## src/rtl/keyhold_pkg.sv

```systemverilog
// Shared types and constants for the key hold reset timer.
// Assumes exactly two keys: primary at index 0, secondary at index 1.
package keyhold_pkg;
    localparam int unsigned NUM_KEYS = 2;
    localparam int unsigned KEY_PRI  = 0;
    localparam int unsigned KEY_SEC  = 1;

    typedef enum logic {
        ACT_WARM = 1'b0,
        ACT_SHUT = 1'b1
    } action_e;
endpackage

```

## src/rtl/keyhold_sync.sv

```systemverilog
// Two-flop synchronizer for each key level.
// Assumes the keys are already debounced and change slowly compared with clk.
module keyhold_sync #(
    parameter int unsigned N = 2
) (
    input  logic         clk,
    input  logic         rst_n,
    input  logic [N-1:0] raw,
    output logic [N-1:0] synced
);
    genvar g;
    generate
        for (g = 0; g < N; g++) begin : g_key
            logic meta_q;
            logic sync_q;
            // Shift the raw level through two flops; reset reads as released.
            always_ff @(posedge clk) begin
                if (!rst_n) begin
                    meta_q <= 1'b0;
                    sync_q <= 1'b0;
                end else begin
                    meta_q <= raw[g];
                    sync_q <= meta_q;
                end
            end
            assign synced[g] = sync_q;
        end
    endgenerate
endmodule

```

## src/rtl/keyhold_combine.sv

```systemverilog
// Combines the enabled keys into a single hold condition, as either
// "all enabled pressed" or "any enabled pressed".
// Assumes nothing about the enables. With no key enabled the condition is false.
module keyhold_combine #(
    parameter int unsigned N = 2
) (
    input  logic [N-1:0] keys,
    input  logic [N-1:0] en,
    input  logic         mode_and,
    output logic         cond
);
    logic all_hit;
    logic any_hit;

    // Disabled keys count as satisfied for "all" and as absent for "any".
    always_comb begin
        all_hit = &(keys | ~en);
        any_hit = |(keys & en);
        if (en == '0)
            cond = 1'b0;
        else if (mode_and)
            cond = all_hit;
        else
            cond = any_hit;
    end
endmodule

```

## src/rtl/keyhold_timer.sv

```systemverilog
// Hold counter with one-shot fire and re-arm on release of all keys.
// Assumes tick is a single-cycle strobe. hold may change at any time, and the
// comparison is at-or-above, so lowering it below the current count fires at once.
module keyhold_timer #(
    parameter int unsigned CNT_W = 16
) (
    input  logic             clk,
    input  logic             rst_n,
    input  logic             tick,
    input  logic             cond,
    input  logic             keys_idle,
    input  logic [CNT_W-1:0] hold,
    output logic             fire,
    output logic [CNT_W-1:0] cnt,
    output logic             armed
);
    logic [CNT_W-1:0] cnt_q;
    logic             armed_q;

    // Fire when armed, the condition holds and the count has reached the timeout.
    always_comb begin
        fire = armed_q && cond && (cnt_q >= hold);
    end

    // Count ticks while the condition holds. Clear on release, on firing or when disarmed.
    always_ff @(posedge clk) begin
        if (!rst_n)
            cnt_q <= '0;
        else if (!cond || !armed_q || fire)
            cnt_q <= '0;
        else if (tick)
            cnt_q <= cnt_q + CNT_W'(1);
    end

    // Disarm on firing and re-arm only once every key reads released.
    always_ff @(posedge clk) begin
        if (!rst_n)
            armed_q <= 1'b1;
        else if (fire)
            armed_q <= 1'b0;
        else if (keys_idle)
            armed_q <= 1'b1;
    end

    assign cnt   = cnt_q;
    assign armed = armed_q;
endmodule

```

## src/rtl/keyhold_reset.sv

```systemverilog
// Top of the key hold reset timer. Synchronizes two keys, combines them under
// the configured enables and mode, times the hold in slow ticks, and sends a
// one-cycle warm or shutdown request with a sticky reason flag.
// Assumes the configuration inputs are held static by their owner.
module keyhold_reset
    import keyhold_pkg::*;
#(
    parameter int unsigned CNT_W = 16
) (
    input  logic             clk,
    input  logic             rst_n,
    input  logic             tick,
    input  logic             key_pri_raw,
    input  logic             key_sec_raw,
    input  logic             cfg_en_pri,
    input  logic             cfg_en_sec,
    input  logic             cfg_mode_and,
    input  logic [CNT_W-1:0] cfg_hold_ticks,
    input  logic             cfg_action,
    output logic             warm_req,
    output logic             shut_req,
    output logic             reason_key
);
    logic [NUM_KEYS-1:0] raw_keys;
    logic [NUM_KEYS-1:0] sync_keys;
    logic [NUM_KEYS-1:0] key_en;
    logic                hold_cond;
    logic                fire;
    logic                armed;
    logic [CNT_W-1:0]    hold_cnt;
    action_e             act;

    assign raw_keys[KEY_PRI] = key_pri_raw;
    assign raw_keys[KEY_SEC] = key_sec_raw;
    assign key_en[KEY_PRI]   = cfg_en_pri;
    assign key_en[KEY_SEC]   = cfg_en_sec;
    assign act               = action_e'(cfg_action);

    keyhold_sync #(.N(NUM_KEYS)) sync_i (
        .clk    (clk),
        .rst_n  (rst_n),
        .raw    (raw_keys),
        .synced (sync_keys)
    );

    keyhold_combine #(.N(NUM_KEYS)) comb_i (
        .keys     (sync_keys),
        .en       (key_en),
        .mode_and (cfg_mode_and),
        .cond     (hold_cond)
    );

    keyhold_timer #(.CNT_W(CNT_W)) timer_i (
        .clk       (clk),
        .rst_n     (rst_n),
        .tick      (tick),
        .cond      (hold_cond),
        .keys_idle (sync_keys == '0),
        .hold      (cfg_hold_ticks),
        .fire      (fire),
        .cnt       (hold_cnt),
        .armed     (armed)
    );

    // Route the fire pulse to the selected request output and latch the reason.
    always_ff @(posedge clk) begin
        if (!rst_n) begin
            warm_req   <= 1'b0;
            shut_req   <= 1'b0;
            reason_key <= 1'b0;
        end else begin
            warm_req   <= fire && (act == ACT_WARM);
            shut_req   <= fire && (act == ACT_SHUT);
            reason_key <= reason_key || fire;
        end
    end
endmodule

```

## config.mk

```make
export PLATFORM = sky130hd
export DESIGN_NAME = keyhold_reset
export DESIGN_NICKNAME = d
export VERILOG_FILES = /design/src/rtl/keyhold_pkg.sv /design/src/rtl/keyhold_sync.sv /design/src/rtl/keyhold_combine.sv /design/src/rtl/keyhold_timer.sv /design/src/rtl/keyhold_reset.sv
export SDC_FILE = /design/constraint.sdc
export NUM_CORES = 1
export LEC_CHECK = 0
export CAP_MARGIN = 5
export CORE_MARGIN = 3
export CORE_UTILIZATION = 54
export DETAILED_ROUTE_END_ITERATION = 7
export PLACE_DENSITY_LB_ADDON = 0.15
export REMOVE_ABC_BUFFERS = 1
export SLEW_MARGIN = 20
export SYNTH_ARGS = -nofsm -noshare
export SYNTH_HDL_FRONTEND = slang
export SYNTH_SLANG_ARGS = --single-unit
```

## constraint.sdc

```tcl
create_clock -name clk -period 4.1 [get_ports clk]
set_input_delay 0.615 -clock clk [delete_from_list [all_inputs] [get_ports clk]]
set_output_delay 0.615 -clock clk [all_outputs]
set_load 0.01 [all_outputs]
```

== Yosys cells after proc, flatten, opt, wreduce, memory -nomap -nowiden ==
Index checks and enable logic that the tools add are counted.

* Add/sub/neg operators: 1
* Magnitude comparators: 1
* Mux-type cells: 4
* Bitwise gates (word level): 5
* Reductions and logical operators: 15

{| class="wikitable"
|+ Operators by type and width
! cell !! count
|-
| $add 16x1->16 const B || 1
|-
| $ge 16x16->1 || 1
|-
| $logic_and 1x1->1 || 4
|-
| $logic_not 2->1 || 2
|-
| $mux 1 || 4
|-
| $reduce_or 2->1 || 2
|-
| $logic_or 1x1->1 || 3
|-
| $and 2x2->2 || 1
|-
| $logic_not 1->1 || 2
|-
| $not 1->1 || 2
|-
| $not 2->2 || 1
|-
| $or 2x2->2 || 1
|-
| $reduce_and 2->1 || 1
|-
| $reduce_bool 2->1 || 1
|}

* Flip-flop bits (word level): 24
* Input bits: 25
* Output and inout port bits: 3
* Word-level logic and storage cells: 35

== Longest topological paths before layout ==
Gate-level depths: netlist of run 1.

* Word-level depth: 9
* Depth in mapped cells: 8
* Gate-level depth less buffers: 7

== Modules after synthesis ==
A second synthesis of run 1 with hierarchy kept.

* Cell total of the unflattened synthesis: 161
* Area total of the unflattened synthesis: 1,397.6 µm²

{| class="wikitable"
|+ Modules (own cells, without submodules)
! module !! times used !! cells each !! area an instance (µm²) !! seq. area each (µm²)
|-
| keyhold_timer || 1 || 139 || 1,162.4 || 340.3
|-
| keyhold_sync || 1 || 10 || 120.1 || 80.1
|-
| keyhold_reset || 1 || 7 || 86.3 || 60.1
|-
| keyhold_combine || 1 || 5 || 28.8 || 0.0
|}

== Least setup slack after synthesis of run 1 ==
No wires, ideal clock.

* Path kind: input-to-reg
* Start: input cfg_hold_ticks[13]
* End: register timer_i.cnt_q[1], in the netlist timer_i.cnt[1]
* Library setup time: 62 ps
* Arrival: 1,934 ps
* Data required time: 4,038 ps
* Path slack: 2,103 ps
* Cell stages on the path: 8
* Path buffers: 1
* Path through: inv_1 > ha_1 > nand4_1 > nor3_1 > nor4_2 > nand4b_4 > buf_6 > nor2_2

* Cells in the longest elaborated chain, start to end: 4

{| class="wikitable"
|+ RTL lines
! what !! RTL line !! source
|-
| from (decl) || keyhold_reset.sv:18 || <nowiki>input logic [CNT_W-1:0] cfg_hold_ticks,</nowiki>
|-
| $ge 16x16->1 || keyhold_timer.sv:22 || <nowiki>fire = armed_q && cond && (cnt_q >= hold);</nowiki>
|-
| $logic_and 1x1->1 || keyhold_timer.sv:22 ||
|-
| $logic_or 1x1->1 || keyhold_timer.sv:29 || <nowiki>else if (!cond || !armed_q || fire)</nowiki>
|-
| $reduce_or 2->1 (no source line) || n/a ||
|-
| to (signal assigned) || keyhold_timer.sv:32 || <nowiki>cnt_q <= cnt_q + CNT_W'(1);</nowiki>
|-
| to (decl) || keyhold_timer.sv:17 || <nowiki>logic [CNT_W-1:0] cnt_q;</nowiki>
|}

Every way passes these cells.
A chain may end at the register's enable or synchronous reset.

== Worst setup path after layout of run 1 ==
* Start: input cfg_hold_ticks[13]
* End: register timer_i.cnt_q[13], in the netlist timer_i.cnt[13]

The elaborated chain is that of the path after synthesis.

==> summary.md, run 1 <==
| Metric | Value |
|---|---|
| Outcome | finished clean |
| PortBufs | 27 |
| Yosys cell types | 31 |
| Std-Cell Rows | 17 |
| PostCTS Resize Cnt | 0 |
| Layout cells sized above 1 | 0.102 |
| GP Congestion | 0.829 |
| Cells after Synth | 157 |
| Max Root-Sink Buffers | 2 |
| CTS tree | yes |
| RSZ-0062 raised after global routing | false |
| # hold bufs at CTS | 0 |
| Most frequent cell after synthesis | dfxtp_1 |
| Switching Power | 0.0881 mW |
| Crit end category | flip-flop |
| Post-synth ARST share | 0 |
| Setup_tns | 0 ps |
| Cell Pwr Density | 236 nW/µm² |
| DR vias | approximately 1200 |
| Sw Share | 0.216 |
| Final net count | 229 |
| HP Class | flip-flop to flip-flop |
| Synth top cells by count | dfxtp_1 (24), inv_1 (18), ha_1 (17), nor2_1 (15) |
| Max cap viols | 0 |
| Number of antenna repair diodes | 0 |
| Clk pwr share | 0.307 |
| Worst Path Max Fanout | 16 |
| Final HPWL DP | roughly 2200 µm |
| Final min period | roughly 2400 ps |
| Post-route setup slack | 1740 ps |
| Routed wire length | 2760 µm |
| Initial drt markers | 28 |
| Sequential area share after synthesis | 0.343 |
| Worst-path clk slew | 120 ps |
| Setup violations, final | 0 |
| Final Max Slew Viols | 0 |
| Design area | 1730 µm² |
| Area added between synthesis and finish | 23.2% |
| DRT Pass-1 Iters | 4 |
| Initial core utilization | 0.599 |
| Overflow after GRT | 0 |
| Total I/O pin count | 28 |
| Core Area | 2340 µm² |
| Worst skew pair latency | 320 ps |
| Fillers | 180 |
| Worst Path Arrival | 2620 ps |
| Worst Tran Pin Value | a little over 400 ps |
| Antenna violations before repair | 0 |
| GRT Total Usage | 0.181 |
| Setup crit start kind | input pin |
| DRC Markers | 0 |
| Internal power | 0.320 mW |
| Die Span X | 57.0 µm |
| Clock Sink Count | 24 |
| Yosys reg bits | 24 |
| Leak | ~0.72 nW |
| CP required | 4360 ps |
| VDD IR max | 0.215 mV |
| Final Hold Viols | 0 |
| CTS buffer count | 3 |
| Vias in the first global route | 1137 |
| Vias per cell | 5.46 |
| Yosys top cell area share | 0.343 |
| First-pass GRT wire length | 4650 µm |
| Post-detailed-route count of antenna-violating nets | 0 |
| Drt wl/cell | 12.9 µm |
| Pre-CTS setup slack | 1380 ps |
| Top cells by area, synth | dfxtp_1 (34%), ha_1 (15%), xor2_1 (6.2%) |
| Sequential Area | around 480 µm² |
| Placed Instance Area | about 1700 µm² |
| Post-Syn Area | ~1400 µm² |
| Die area | 3250 µm² |
| Worst hold margin | 454 ps |
| Skew final | 5.06 ps |
| Mean Syn Cell Area | 8.93 µm² |
| Critical path type | input pin to flip-flop |
| Logic pwr share | 0.114 |
| Fmax | 424 MHz |
| Slew margin rel. | 0.721 |
| Area occupied by multi-input gates | 838 µm² |
| Die Y | 57.0 µm |
| Largest net degree at the start of global routing | 17 |
| Reg power frac | 0.579 |
| Post-CTS Setup Bufs | 0 |
| Clock root buffer master | clkbuf_4 |
| Predominant post-synthesis flop cell | dfxtp_1 |
| YS warnings | 0 |
| CTS H-Tree Depth | 1 |
| Tcrit/Tclk final | 0.575 |
| Post-synth EDFFs | 0 |
| Cell taking the most area after synthesis | dfxtp_1 |
-- layout make-up --
cell class | count | share of cell area
Multi-Input combinational cell | 113 | 0.485
Clock buffer | 4 | 0.0210
Tap cell | 28 | 0.0203
Sequential cell | 24 | 0.278
Timing Repair Buffer | 27 | 0.156
Inverter | 18 | 0.0391
-- through the flow --
stage                     utilization  power, mW  instances
after global placement          0.723      0.286        210
final                           0.739      0.408        214
after detailed placement        0.723      0.288        210
after CTS                       0.739      0.415        214
after global routing            0.739      0.431        214
after floorplan                     -      0.260        155
-- flip-flops by register name, summed over array words and instances, names as in the netlist --
name,cells
warm_req,1
shut_req,1
reason_key,1
sync_i.g_key.sync_q,2
sync_i.g_key.meta_q,2
timer_i.armed,1
timer_i.cnt,16
-- worst max-delay path, cell delays in order --
cell and delay, ps:
clkdlybuf4s50_1 460, inv_1 40, ha_1 300, a211oi_1 250, nor2_1 90, nor4_2 310, nand4b_4 350, nor2_1 190
-- power by group through the flow --
stage | logic, mW | clock network, mW | registers (mW)
2_1_floorplan | 0.0185 | 0 | 0.241
3_3_place_gp | 0.0447 | 0 | 0.241
3_5_place_dp | 0.0465 | 0 | 0.241
4_1_cts | 0.0469 | 0.132 | 0.236
5_1_grt | 0.0511 | 0.143 | 0.237
6_report | 0.0466 | 0.125 | 0.236
-- final timing paths --
check	start	to	slack (ps)	cells past startpoint
max	cfg_hold_ticks[13]	timer_i.cnt[13]	1740	8
min	sync_i.g_key[1].meta_q	sync_i.g_key[1].sync_q	450	1
max reg2reg	timer_i.cnt[0]	timer_i.cnt[13]	2020	7
min reg2reg	sync_i.g_key[1].meta_q	sync_i.g_key[1].sync_q	450	1
-- placed cells by master (no fill, tap or decap) --
cell / netlist / routed
clkdlybuf4s50_1: 0 / 27
dfxtp_1: 24 / 24
inv_1: 18 / 18
ha_1: 17 / 17
nor2_1: 15 / 15
nand4_1: 10 / 10
xor2_1: 10 / 10
nor2_2: 10 / 10
nand2_1: 7 / 7
and2_1: 6 / 6
nand3_1: 5 / 5
xnor2_1: 5 / 5
nor3_1: 4 / 4
a21oi_1: 4 / 4
o21ai_0: 3 / 3
clkbuf_4: 0 / 3
a31oi_1: 2 / 2
and4_1: 2 / 2
nor3b_1: 1 / 1
a41oi_1: 1 / 1
nand2b_4: 1 / 1
a2111oi_2: 1 / 1
nand3b_2: 1 / 1
a211oi_1: 1 / 1
nor4_2: 1 / 1
a22o_1: 1 / 1
nand4b_4: 1 / 1
and3_1: 1 / 1
mux2i_1: 1 / 1
nor2b_1: 1 / 1
a21o_1: 1 / 1
clkbuf_8: 0 / 1
-- layer usage --
layer | track usage | wire length [µm] | up-vias
met5 | 0 | 0 | -
met4 | 0.0993 | 74 | 0
met3 | 0.0430 | 146 | 7
met2 | 0.312 | 1380 | 32
met1 | 0.204 | 1170 | 534
li1 | - | - | 595
-- cells by family after synthesis --
kind of cell / synth area share
buffers and inverters: 0.0598
and+or+nand+nor: 0.277
DFF: 0.343
muxes: 0.00714
AOI/OAI and AO/OA: 0.0678
adders and majority gates: 0.152
xor gates and xnor gates: 0.0937
Note: power is estimated with default switching activity, not from simulation.
==> run 2, diff against run 1 <==
CORE_UTILIZATION = 51   (was 54)
clock period = 2.2 ns   (was 4.1 ns; I/O delays follow)
==> summary.md, run 2 (same netlist as run 1, synthesis figures left out) <==
| Metric | Value |
|---|---|
| Outcome | finished clean |
| GRT Max-Usage Layer | met2 |
| Max Root-Sink Buffers | 2 (unchanged) |
| Met2 GRT Util | 0.311 (-0.000578) |
| Layout cells sized above 1 | 0.116 (+0.0143) |
| Number of antenna repair diodes | 0 (unchanged) |
| Max incr delay on CP | 460 ps (about the same) |
| Antenna violations before repair | 0 (unchanged) |
| Largest register FFs | 16 (unchanged) |
| GP Congestion | 0.835 (+0.69%) |
| Die Y | 58.4 µm (+2.6%) |
| Worst Path Arrival | 2230 ps (-390 ps) |
| Pre-CTS setup slack | -98.0 ps (-1480 ps) |
| CP required | 2450 ps (-1910 ps) |
| Worst Tran Pin Value | 336 ps (-79.4 ps) |
| Overflow after GRT | 0 (unchanged) |
| Worst skew pair latency | 300 ps (-20 ps) |
| CTS tree | yes |
| Switching Power | 0.153 mW (+73%) |
| Area added between synthesis and finish | 25.4% |
| Met3 Use GR | 0.0219 (-0.0211) |
| Final non-filler cell total | 219 (+2.3%) |
| Skew final | 2.22 ps (-2.84 ps) |
| First-pass GRT wire length | 4610 µm (-0.88%) |
| Placed cells | 216 (+2.9%) |
| Max cap viols | 0 (unchanged) |
| Commonest non-fill, non-tap cell in the layout | clkdlybuf4s50_1 |
| Hold Startpoint | sync_i.g_key[0].meta_q |
| CTS buffer count | 3 (unchanged) |
| Vias per cell | 5.23 (-4.1%) |
| Sw Share | 0.214 (-0.00195) |
| Reg power frac | 0.616 (+0.037) |
| Die area | 3420 µm² (+5.2%) |
| RSZ-0062 raised after global routing | false |
| DR vias | 1146 (-1.9%) |
| Crit end category | flip-flop |
| GRT Total Usage | 0.173 (-0.00832) |
| Clock Sink Count | 24 (unchanged) |
| Initial core utilization | 0.551 (-0.0483) |
| Logic pwr share | 0.127 (+0.013) |
| Final Max Slew Viols | 0 (unchanged) |
| Commonest cells after routing, fill and taps aside | clkdlybuf4s50_1 (27), dfxtp_1 (24), inv_1 (18) |
| R2R Path End | timer_i.cnt[13] |
| Crit Reg-Reg Startpoint | timer_i.cnt[0] |
| Grt met1 use | 0.208 (+0.00310) |
| Final min period | 1980 ps |
| Leak | 0.738 nW (+2.5%) |
| Internal power | 0.561 mW (+75%) |
| Final Hold Viols | 0 (unchanged) |
| Design area | 1760 µm² (+1.8%) |
| Post-route setup slack | 220 ps (-1520 ps) |
| Worst-path clk slew | 120 ps (about the same) |
| CTS H-Tree Depth | 1 (unchanged) |
| Final HPWL DP | 2220 µm (-0.89%) |
| Worst Hold Path Cells | 1 (unchanged) |
| CP startpoint | cfg_hold_ticks[13] |
| Final net count | 233 (+1.7%) |
| Hold endpoint | sync_i.g_key[0].sync_q |
| Post-detailed-route count of antenna-violating nets | 0 (unchanged) |
| Clock root buffer master | clkbuf_4 |
| PostCTS Resize Cnt | 0 (unchanged) |
| Worst Path Max Fanout | 4 (-12) |
| Die Span X | 58.4 µm (+2.6%) |
| Max stage delay cell, worst path | clkdlybuf4s50_1 |
| Tcrit/Tclk final | 0.900 |
| Largest net degree at the start of global routing | 17 (unchanged) |
| Total I/O pin count | 28 (unchanged) |
| DRC Markers | 0 (unchanged) |
| Placed Instance Area | 1740 µm² (+2.7%) |
| DRT Pass-1 Iters | 4 (unchanged) |
| Fmax | 505 MHz |
| Routed wire length | 2710 µm (-2.0%) |
| Critical path type | input pin to flip-flop |
| # hold bufs at CTS | 0 (unchanged) |
| Initial drt markers | 25 (-11%) |
| Drt wl/cell | 12.4 µm (-4.3%) |
| Slew margin rel. | 0.774 (+0.0535) |
| Crit-path cells | clkdlybuf4s50_1 > inv_1 > ha_1 > nand4_1 > nor3_1 > nand3b_2 > a31oi_1 > nor2b_1 |
| Cell Pwr Density | 406 nW/µm² (+72%) |
| FF-to-FF path depth | 8 (+1) |
| HP Class | flip-flop to flip-flop |
| Clk pwr share | 0.258 (-0.049) |
| R2R Setup Slk | 350 ps (-1670 ps) |
| Post-CTS Setup Bufs | 0 (unchanged) |
| PortBufs | 27 (unchanged) |
| Crit-path leading delay family | simple AND/OR/NAND/NOR gates |
| Vias in the first global route | 1124 (-1.1%) |
| Std-Cell Rows | 18 (+1) |
| Setup violations, final | 0 (unchanged) |
| Core Area | 2540 µm² (+8.8%) |
| VDD IR max | 0.308 mV (+43%) |
| WP buf/inv | 2 (unchanged) |
| Setup crit start kind | input pin |
[run 2: area by class of cell]
type | count | area [µm²]
multi-input cells | 113 | 838
clock buffers | 3 | 22.5
fillers | 224 | 786
well taps | 30 | 37.5
inverters | 18 | 67.6
repair buffers | 31 | 313
flip-flops and latches | 24 | 480
[run 2: layer usage]
layer  share of wire  up-vias
met5               0        -
met4          0.0052        0
met3           0.046        2
met2            0.50       25
met1            0.45      519
li1                -      600
[run 2: worst max path at each step]
stage | end | cells after the start | slack, ps
final | warm_req | 8 | 220
after global routing | warm_req | 8 | 90
after CTS | warm_req | 8 | 230
after detailed placement | warm_req | 8 | -100
after global placement | warm_req | 8 | -10
after floorplan | timer_i.cnt[0] | 7 | 370
[run 2: metrics by stage]
| stage | total power, mW | TNS (ps) | hold slack (ps) | utilization |
|---|---|---|---|---|
| 3_5_place_dp | 0.540 | -638 | 422 | 0.682 |
| 5_1_grt | 0.752 | 0 | 475 | 0.691 |
| 2_1_floorplan | 0.484 | 0 | 402 | - |
| 3_3_place_gp | 0.537 | -35.2 | 415 | 0.682 |
| 6_report | 0.714 | 0 | 450 | 0.691 |
| 4_1_cts | 0.725 | 0 | 454 | 0.691 |
[run 2: power groups by stage]
stage / Combinational, mW / Clock [mW] / Sequential (mW)
3_3_place_gp: 0.0875 / 0 / 0.449
6_report: 0.0905 / 0.184 / 0.440
4_1_cts: 0.0913 / 0.194 / 0.440
3_5_place_dp: 0.0908 / 0 / 0.449
2_1_floorplan: 0.0344 / 0 / 0.449
5_1_grt: 0.0987 / 0.213 / 0.441
==> run 3, diff against run 2 <==
CAP_MARGIN = 20   (was 5)
==> results of run 3 <==
Final layout, timing and power as in run 2 (identical DEF).
